$ cat config.mk
export PLATFORM = sky130hd
export DESIGN_NAME = irq_pick_ack
export DESIGN_NICKNAME = d
export VERILOG_FILES = /design/src/rtl/irq_pick_pkg.sv /design/src/rtl/irq_pend_flags.sv /design/src/rtl/irq_prio_sel.sv /design/src/rtl/irq_ack_unit.sv /design/src/rtl/irq_pick_ack.sv
export SDC_FILE = /design/constraint.sdc
export NUM_CORES = 1
export LEC_CHECK = 0
export BUFFER_PORTS_ARGS = -buffer_cell sky130_fd_sc_hd__buf_2
export CAP_MARGIN = 10
export CORE_UTILIZATION = 35
export CTS_BUF_LIST = sky130_fd_sc_hd__clkbuf_8
export CTS_CLUSTER_DIAMETER = 120
export CTS_CLUSTER_SIZE = 25
export DETAILED_ROUTE_END_ITERATION = 10
export GPL_ROUTABILITY_DRIVEN = 1
export MAX_ROUTING_LAYER = met4
export PLACE_DENSITY = 0.9
export RECOVER_POWER = 25
export SYNTH_ARGS = -nofsm -noshare
export SYNTH_HDL_FRONTEND = slang
export SYNTH_SLANG_ARGS = --single-unit
export TNS_END_PERCENT = 5
$ cat constraint.sdc
create_clock -name clk -period 1.2 [get_ports clk]
set_clock_uncertainty 0.1 [all_clocks]
set_input_delay 0.06 -clock clk [delete_from_list [all_inputs] [get_ports clk]]
set_output_delay 0.06 -clock clk [all_outputs]
set_load 0.01 [all_outputs]
$ cat src/rtl/irq_pick_pkg.sv
package irq_pick_pkg;

    localparam int VEC_W = 8;
    localparam int SRC_W = 3;
    localparam int N_FLAG = 2;   // held flags: index 0 non-maskable, 1 machine-check

    typedef enum logic [SRC_W-1:0] {
        SRC_NONE = 3'd0,
        SRC_NMI  = 3'd1,
        SRC_MCE  = 3'd2,
        SRC_CBV  = 3'd3,
        SRC_PIC  = 3'd4,
        SRC_APIC = 3'd5
    } src_e;

    typedef struct packed {
        src_e             src;
        logic [VEC_W-1:0] vec;
    } pick_t;

    function automatic pick_t mk_pick(src_e s, logic [VEC_W-1:0] v);
        pick_t p;
        p.src = s;
        p.vec = v;
        return p;
    endfunction

    function automatic pick_t no_pick();
        return mk_pick(SRC_NONE, '0);
    endfunction

endpackage

$ cat src/rtl/irq_pend_flags.sv
module irq_pend_flags
    import irq_pick_pkg::*;
#(
    parameter int N = N_FLAG
) (
    input  logic         clk,
    input  logic         rst,
    input  logic [N-1:0] set_i,
    input  logic [N-1:0] clr_i,
    output logic [N-1:0] pend_o
);
    for (genvar i = 0; i < N; i++) begin : g_flag
        always_ff @(posedge clk) begin
            if (rst)
                pend_o[i] <= 1'b0;
            else if (set_i[i])
                pend_o[i] <= 1'b1;     // a new request beats a same-cycle consume
            else if (clr_i[i])
                pend_o[i] <= 1'b0;
        end
    end
endmodule

$ cat src/rtl/irq_prio_sel.sv
module irq_prio_sel
    import irq_pick_pkg::*;
#(
    parameter logic [VEC_W-1:0] NMI_VEC = 8'd2,
    parameter logic [VEC_W-1:0] MCE_VEC = 8'd18
) (
    input  logic             nmi_p,
    input  logic             mce_p,
    input  logic             via_is_vector,
    input  logic             evt_pending,
    input  logic [VEC_W-1:0] cb_vector,
    input  logic             apic_accepts_pic,
    input  logic             pic_out,
    input  logic             apic_valid,
    input  logic [VEC_W-1:0] apic_vector,
    output pick_t            pick_o
);
    always_comb begin
        if (nmi_p)
            pick_o = mk_pick(SRC_NMI, NMI_VEC);
        else if (mce_p)
            pick_o = mk_pick(SRC_MCE, MCE_VEC);
        else if (via_is_vector && evt_pending)
            pick_o = mk_pick(SRC_CBV, cb_vector);
        else if (apic_accepts_pic && pic_out)
            pick_o = mk_pick(SRC_PIC, '0);
        else if (apic_valid)
            pick_o = mk_pick(SRC_APIC, apic_vector);
        else
            pick_o = no_pick();
    end
endmodule

$ cat src/rtl/irq_ack_unit.sv
module irq_ack_unit
    import irq_pick_pkg::*;
#(
    parameter logic [VEC_W-1:0] NMI_VEC = 8'd2,
    parameter logic [VEC_W-1:0] MCE_VEC = 8'd18
) (
    input  logic              clk,
    input  logic              rst,
    input  logic              ack_req,
    input  logic [SRC_W-1:0]  ack_src,
    input  logic [VEC_W-1:0]  ack_vec,
    input  logic [N_FLAG-1:0] pend,
    input  logic              pic_ack_valid,
    input  logic [VEC_W-1:0]  pic_ack_vec,
    input  logic              apic_ack_ok,
    output logic              pic_ack_stb,
    output logic              apic_ack_stb,
    output logic [VEC_W-1:0]  apic_ack_vec,
    output logic [N_FLAG-1:0] clr,
    output logic              ack_done,
    output pick_t             ack_res
);
    pick_t res_d;

    always_comb begin
        res_d        = no_pick();
        clr          = '0;
        pic_ack_stb  = 1'b0;
        apic_ack_stb = 1'b0;
        apic_ack_vec = ack_vec;
        if (ack_req) begin
            case (ack_src)
                SRC_NMI: begin
                    clr[0] = 1'b1;
                    if (pend[0]) res_d = mk_pick(SRC_NMI, NMI_VEC);
                end
                SRC_MCE: begin
                    clr[1] = 1'b1;
                    if (pend[1]) res_d = mk_pick(SRC_MCE, MCE_VEC);
                end
                SRC_CBV: res_d = mk_pick(SRC_CBV, ack_vec);
                SRC_PIC: begin
                    pic_ack_stb = 1'b1;
                    if (pic_ack_valid) res_d = mk_pick(SRC_PIC, pic_ack_vec);
                end
                SRC_APIC: begin
                    apic_ack_stb = 1'b1;
                    if (apic_ack_ok) res_d = mk_pick(SRC_APIC, ack_vec);
                end
                default: res_d = no_pick();
            endcase
        end
    end

    always_ff @(posedge clk) begin
        if (rst) begin
            ack_done <= 1'b0;
            ack_res  <= no_pick();
        end else begin
            ack_done <= ack_req;
            if (ack_req) ack_res <= res_d;
        end
    end
endmodule

$ cat src/rtl/irq_pick_ack.sv
module irq_pick_ack
    import irq_pick_pkg::*;
#(
    parameter logic [VEC_W-1:0] NMI_VEC = 8'd2,
    parameter logic [VEC_W-1:0] MCE_VEC = 8'd18
) (
    input  logic             clk,
    input  logic             rst,
    input  logic             nmi_set,
    input  logic             mce_set,
    input  logic             via_is_vector,
    input  logic             evt_pending,
    input  logic [VEC_W-1:0] cb_vector,
    input  logic             apic_accepts_pic,
    input  logic             pic_out,
    input  logic             apic_valid,
    input  logic [VEC_W-1:0] apic_vector,
    input  logic             blocked,
    input  logic             ack_req,
    input  logic [SRC_W-1:0] ack_src,
    input  logic [VEC_W-1:0] ack_vec,
    output logic             pic_ack_stb,
    input  logic             pic_ack_valid,
    input  logic [VEC_W-1:0] pic_ack_vec,
    output logic             apic_ack_stb,
    output logic [VEC_W-1:0] apic_ack_vec,
    input  logic             apic_ack_ok,
    output logic [SRC_W-1:0] sel_src,
    output logic [VEC_W-1:0] sel_vec,
    output logic             need_delivery,
    output logic             ack_done,
    output logic [SRC_W-1:0] ack_res_src,
    output logic [VEC_W-1:0] ack_res_vec
);
    logic [N_FLAG-1:0] pend;
    logic [N_FLAG-1:0] clr;
    pick_t             pick;
    pick_t             res;

    irq_pend_flags #(.N(N_FLAG)) u_flags (
        .clk    (clk),
        .rst    (rst),
        .set_i  ({mce_set, nmi_set}),
        .clr_i  (clr),
        .pend_o (pend)
    );

    irq_prio_sel #(.NMI_VEC(NMI_VEC), .MCE_VEC(MCE_VEC)) u_sel (
        .nmi_p            (pend[0]),
        .mce_p            (pend[1]),
        .via_is_vector    (via_is_vector),
        .evt_pending      (evt_pending),
        .cb_vector        (cb_vector),
        .apic_accepts_pic (apic_accepts_pic),
        .pic_out          (pic_out),
        .apic_valid       (apic_valid),
        .apic_vector      (apic_vector),
        .pick_o           (pick)
    );

    irq_ack_unit #(.NMI_VEC(NMI_VEC), .MCE_VEC(MCE_VEC)) u_ack (
        .clk           (clk),
        .rst           (rst),
        .ack_req       (ack_req),
        .ack_src       (ack_src),
        .ack_vec       (ack_vec),
        .pend          (pend),
        .pic_ack_valid (pic_ack_valid),
        .pic_ack_vec   (pic_ack_vec),
        .apic_ack_ok   (apic_ack_ok),
        .pic_ack_stb   (pic_ack_stb),
        .apic_ack_stb  (apic_ack_stb),
        .apic_ack_vec  (apic_ack_vec),
        .clr           (clr),
        .ack_done      (ack_done),
        .ack_res       (res)
    );

    assign sel_src       = pick.src;
    assign sel_vec       = pick.vec;
    assign need_delivery = (pick.src != SRC_NONE) && !blocked;
    assign ack_res_src   = res.src;
    assign ack_res_vec   = res.vec;
endmodule

* Word level (Yosys, flattened, before mapping)
Cells that the tools add are included.
Word-level totals: bits in registers 14, input port bits 48, output and inout bits 34, logic and storage cells 38
Cells by class: equality and inequality tests 5, muxes and demuxes 21, reduce and logical (&&, ||, !) cells 7
Operators with widths (count):
- two-way mux 11 bit | 7
- case mux 11 bit (5 select lines) | 1
- two-way mux 1 bit | 10
- two-way mux 10 bit | 1
- two-way mux 9 bit | 1
- == test 3 x 2 -> 1 bit (second input constant) | 2
- == test 3 bit (second input constant) | 2
- nonzero test 2 bit | 2
- == test 3 x 1 -> 1 bit (second input constant) | 1
- logical AND 1 bit | 3
- nonzero test 3 bit | 1
- two-way mux 2 bit | 1
- logical NOT 1 bit | 1

* Depth between registers and ports, before layout
depth after elaboration 7, gate-level depth with buffers 5, mapped depth without buffers 4

* By module
Synthesis repeated with hierarchy kept, for this count alone.
Unflattened totals: cell total of the unflattened synthesis 114, area, all modules 984.7 um2
By module, submodules not included:
- irq_ack_unit | times used 1, cells each 78, area an instance 745.7 um2, sequential area each 240.2 um2
- irq_prio_sel | times used 1, cells each 26, area an instance 160.2 um2, sequential area each 0.0 um2
- irq_pend_flags | times used 1, cells each 8, area an instance 70.1 um2, sequential area each 40.0 um2
- irq_pick_ack | times used 1, cells each 2, area an instance 8.8 um2, sequential area each 0.0 um2

* Worst setup path after synthesis
OpenSTA, ideal clock, no wires.
path kind reg2out, from reg u_flags.pend_o[1], to out sel_src[2], arrival 1.103 ns, path slack -0.063 ns, stages on the path, launching flop included 4, path buffers 1, cell sequence dfxtp_1 or2_2 buf_2 nor3_1
On the way: longest elaborated chain between the ends 2
RTL lines:
- from (decl) | line irq_pend_flags.sv:10 | output logic [N-1:0] pend_o
- from (signal, indexed assignment) | line irq_pend_flags.sv:15 | pend_o[i] <= 1'b0;
- from (signal, indexed assignment) | line irq_pend_flags.sv:17 | pend_o[i] <= 1'b1;
- from (signal, indexed assignment) | line irq_pend_flags.sv:19 | pend_o[i] <= 1'b0;
- two-way mux 11 bit | line irq_prio_sel.sv:21 | else if (mce_p)
- two-way mux 11 bit | line irq_prio_sel.sv:19 | if (nmi_p)
- to (decl) | line irq_pick_ack.sv:28 | output logic [SRC_W-1:0] sel_src,
No other way between the ends.

* Final worst setup path
from reg u_flags.pend_o[0], to out sel_vec[1]
On the way: longest elaborated chain between the ends 1
RTL lines:
- two-way mux 11 bit | line irq_prio_sel.sv:19
- to (decl) | line irq_pick_ack.sv:29 | output logic [VEC_W-1:0] sel_vec,
No other way between the ends.

==> impl_metrics.py <==
metrics = {
    "die": {
        "die_width_um": 53.8,
        "initial_core_util": 0.376,
        "core.rowCount": 18,
        "die_area_um2": 2900,
        "die_h_um": 53.8,
        "ios": 82,
        "coreArea_um2": 2500,
    },
    "clocking": {
        "clock_latency_ns": 0.25,
        "cts_tree": "built",
        "cts_buffer_depth": 2,
        "numCtsBuffers": 3,
        "htreeDepth": 1,
        "clock-sinks": 14,
        "cts_root_buf": "clkbuf_8",
        "clk_pin_slew_worst_paths_ns": 0.06,
    },
    "synthesis": {
        "synth_cell_types": 35,
        "yosys.area_share.simple": 0.273,
        "synth.area.mux_share": 0.0107,
        "yosys.area_share.adder": 0,
        "synth-xor-area-share": 0,
        "synth_edf_count": 0,
        "synth_compound_area_frac": 0.322,
        "yosys_most_used_dff": "dfxtp_1",
        "synth_area_um2": 940,
        "async_flop_share": 0,
        "syn_nets": 165,
        "synth_seq_cells": 14,
        "synth_top_family_by_area": "compound AO/OA/AOI/OAI gates",
        "syn_avg_cell_area_um2": 8.03,
        "yosys_warnings": 0,
        "ys_seq_area_frac": 0.298,
        "synthCells": 117,
    },
    "sta": {
        "worstMarginPinSlew_ns": 0.561,
        "period_needed_ns": 1.38,
        "finalMaxSlewViolations": 0,
        "rsz0062_at_grt": "yes",
        "finalWorstSetupSlack_ns": -0.184,
        "hold_viol_final": 0,
        "setup_viol": 11,
        "finalCritPeriodShare": 1.15,
        "timing.max_slew.rel_slack": 0.626,
        "fmaxAchievable_ghz": 0.722,
    },
    "setup_path": {
        "crit_arrival_ns": 1.22,
        "endpoint_kind": "output pin",
        "path_max_fanout": 4,
        "r2r_slack_ns": 0.06,
        "crit_required_ns": 1.04,
        "r2r-end": "u_ack.ack_res[1]",
        "crit_type": "reg -> out",
        "timing.rr.start": "u_flags.pend_o[0]",
        "worstRegToRegCells": 5,
        "start_kind": "flop",
    },
    "grt": {
        "grt_max_degree": 14,
        "grt_usage": 0.231,
        "grt_pass1_vias": 1041,
        "grt_pass1_wl_um": 4640,
        "antenna_found_initial": 0,
        "grt_overflow": 0,
    },
    "status": {
        "status": "finished, violations left",
        "violations": "negative setup slack",
    },
    "cells_and_area": {
        "design_area_um2": 1500,
        "n_antenna_cell": 0,
        "utilization": 0.598,
        "fin_cells": 232,
        "area_delta_synth_final_pct": 59.1,
        "nets": 251,
        "drive_above_1_share": 0.505,
    },
    "route": {
        "wl_um": 3150,
        "vias": 1179,
        "first_pass_iters": 4,
        "drc": 0,
        "antenna_left": 0,
        "detail_route.iter0.violations": 43,
        "wl_per_cell_um": 13.6,
        "viasPerCell": 5.08,
    },
    "placement": {
        "port_buffers": 81,
        "dp_hpwl_um": 2280,
        "gp_congestion": 0.795,
        "placed_cell_area_um2": 1350,
        "dp.cells": 221,
        "dp_slack_ns": -0.0594,
    },
    "power": {
        "total_power_uw": 1370,
        "vdd_ir_drop_max_mv": 0.843,
        "leakage_uw": 0.000710,
        "power.density_nw_per_um2": 915,
    },
    "hold_path": {
        "hold_depth": 3,
        "worst_hold_startpoint": "pic_ack_vec[6]",
        "holdCritPathClass": "in -> reg",
        "holdPathEnd": "u_ack.ack_res[6]",
    },
    "flow_run": {
        "drv_cap": 0,
    },
}
state kept, by name, indices dropped and copies added, names as in the netlist:
signal and flops:
u_ack.ack_done 1, u_ack.ack_res 11, u_flags.pend_o 2
cell usage in the layout (no fill, tap or decap), types with 2 or more instances in the layout:
master,synthesis,layout
o21ai_0,7,7
clkbuf_8,0,4
nand2b_1,3,3
buf_2,3,72
nor2_1,15,11
nand3b_1,3,3
clkbuf_1,3,9
a22oi_1,12,12
dlygate4sd3_1,0,6
nor2b_1,2,2
a21oi_1,12,12
dfxtp_2,0,2
dfxtp_1,14,12
nand2_1,11,11
buf_4,8,6
nor2_2,0,4
buf_6,0,2
metal layers:
layer  vias to the layer above  global-route usage  share of wire
li1                        587                   -              -
met1                       545               0.255           0.39
met2                        41               0.414           0.54
met3                         6              0.0367          0.052
met4                         0              0.0789          0.016
met5                         -                   -              0
what timing repair did:
action / in CTS / in global routing
setup endpoints to repair: 10 / 12
pin swaps: 6 / 1
resized for setup: 6 / 5
setup buffers: 1 / 0
hold buffers: 6 / 0
hold endpoints to repair: 8 / 0
cells by family after synthesis:
group	count (synthesis)
buffers and inverters	15
multiplexers	1
flip-flops	14
AO/OA/AOI/OAI	41
AND/OR/NAND/NOR	46
final cells by class:
class                      count  area [um2]
inverter                       1        3.75
fill                         232        1000
timing repair buffer          95         522
tap                           30        37.5
sequential                    14         283
multi-input combinational     88         594
clock buffer                   4        55.1
critical path, cell delays in order, from the launching register on:
cell and delay, ns:
dfxtp_2 0.32, or2_4 0.26, a221o_1 0.26, buf_2 0.14
how the worst max path moves through the flow:
stage                                  from         end  slack [ns]  depth (start not counted)
final                     u_flags.pend_o[0]  sel_vec[1]       -0.18                          3
after global routing      u_flags.pend_o[0]  sel_vec[1]       -0.20                          3
after CTS                 u_flags.pend_o[0]  sel_vec[1]       -0.18                          3
after detailed placement      via_is_vector  sel_vec[4]       -0.06                          6
after global placement        via_is_vector  sel_vec[4]        0.01                          6
after floorplan           u_flags.pend_o[1]  sel_vec[1]       -0.06                          3
power breakdown:
group	switching (uW)	total (uW)	internal, uW
Sequential	7.26	489	482
Combinational	212	414	203
Clock	174	464	291
through the flow:
| step | setup TNS, ns | hold WS, ns |
|---|---|---|
| 2_1_floorplan | -0.0624 | 0.0641 |
| 3_3_place_gp | 0 | 0.172 |
| 3_5_place_dp | -0.148 | 0.178 |
| 4_1_cts | -1.25 | 0.00169 |
| 5_1_grt | -1.74 | 0.0132 |
| 6_report | -1.25 | 0.00361 |
cells in the mapped netlist (all sizes together), types with 2 or more instances:
cell type,number,share of area
a21oi,13,0.073
buf,11,0.080
dfxtp,14,0.30
nor2b,3,0.028
a22oi,12,0.096
nand3b,3,0.024
nand2,11,0.044
nor2,16,0.072
nor3,2,0.011
clkbuf,3,0.012
o21ai,7,0.037
nand2b,4,0.035
Note: power is estimated with default switching activity, not from simulation.
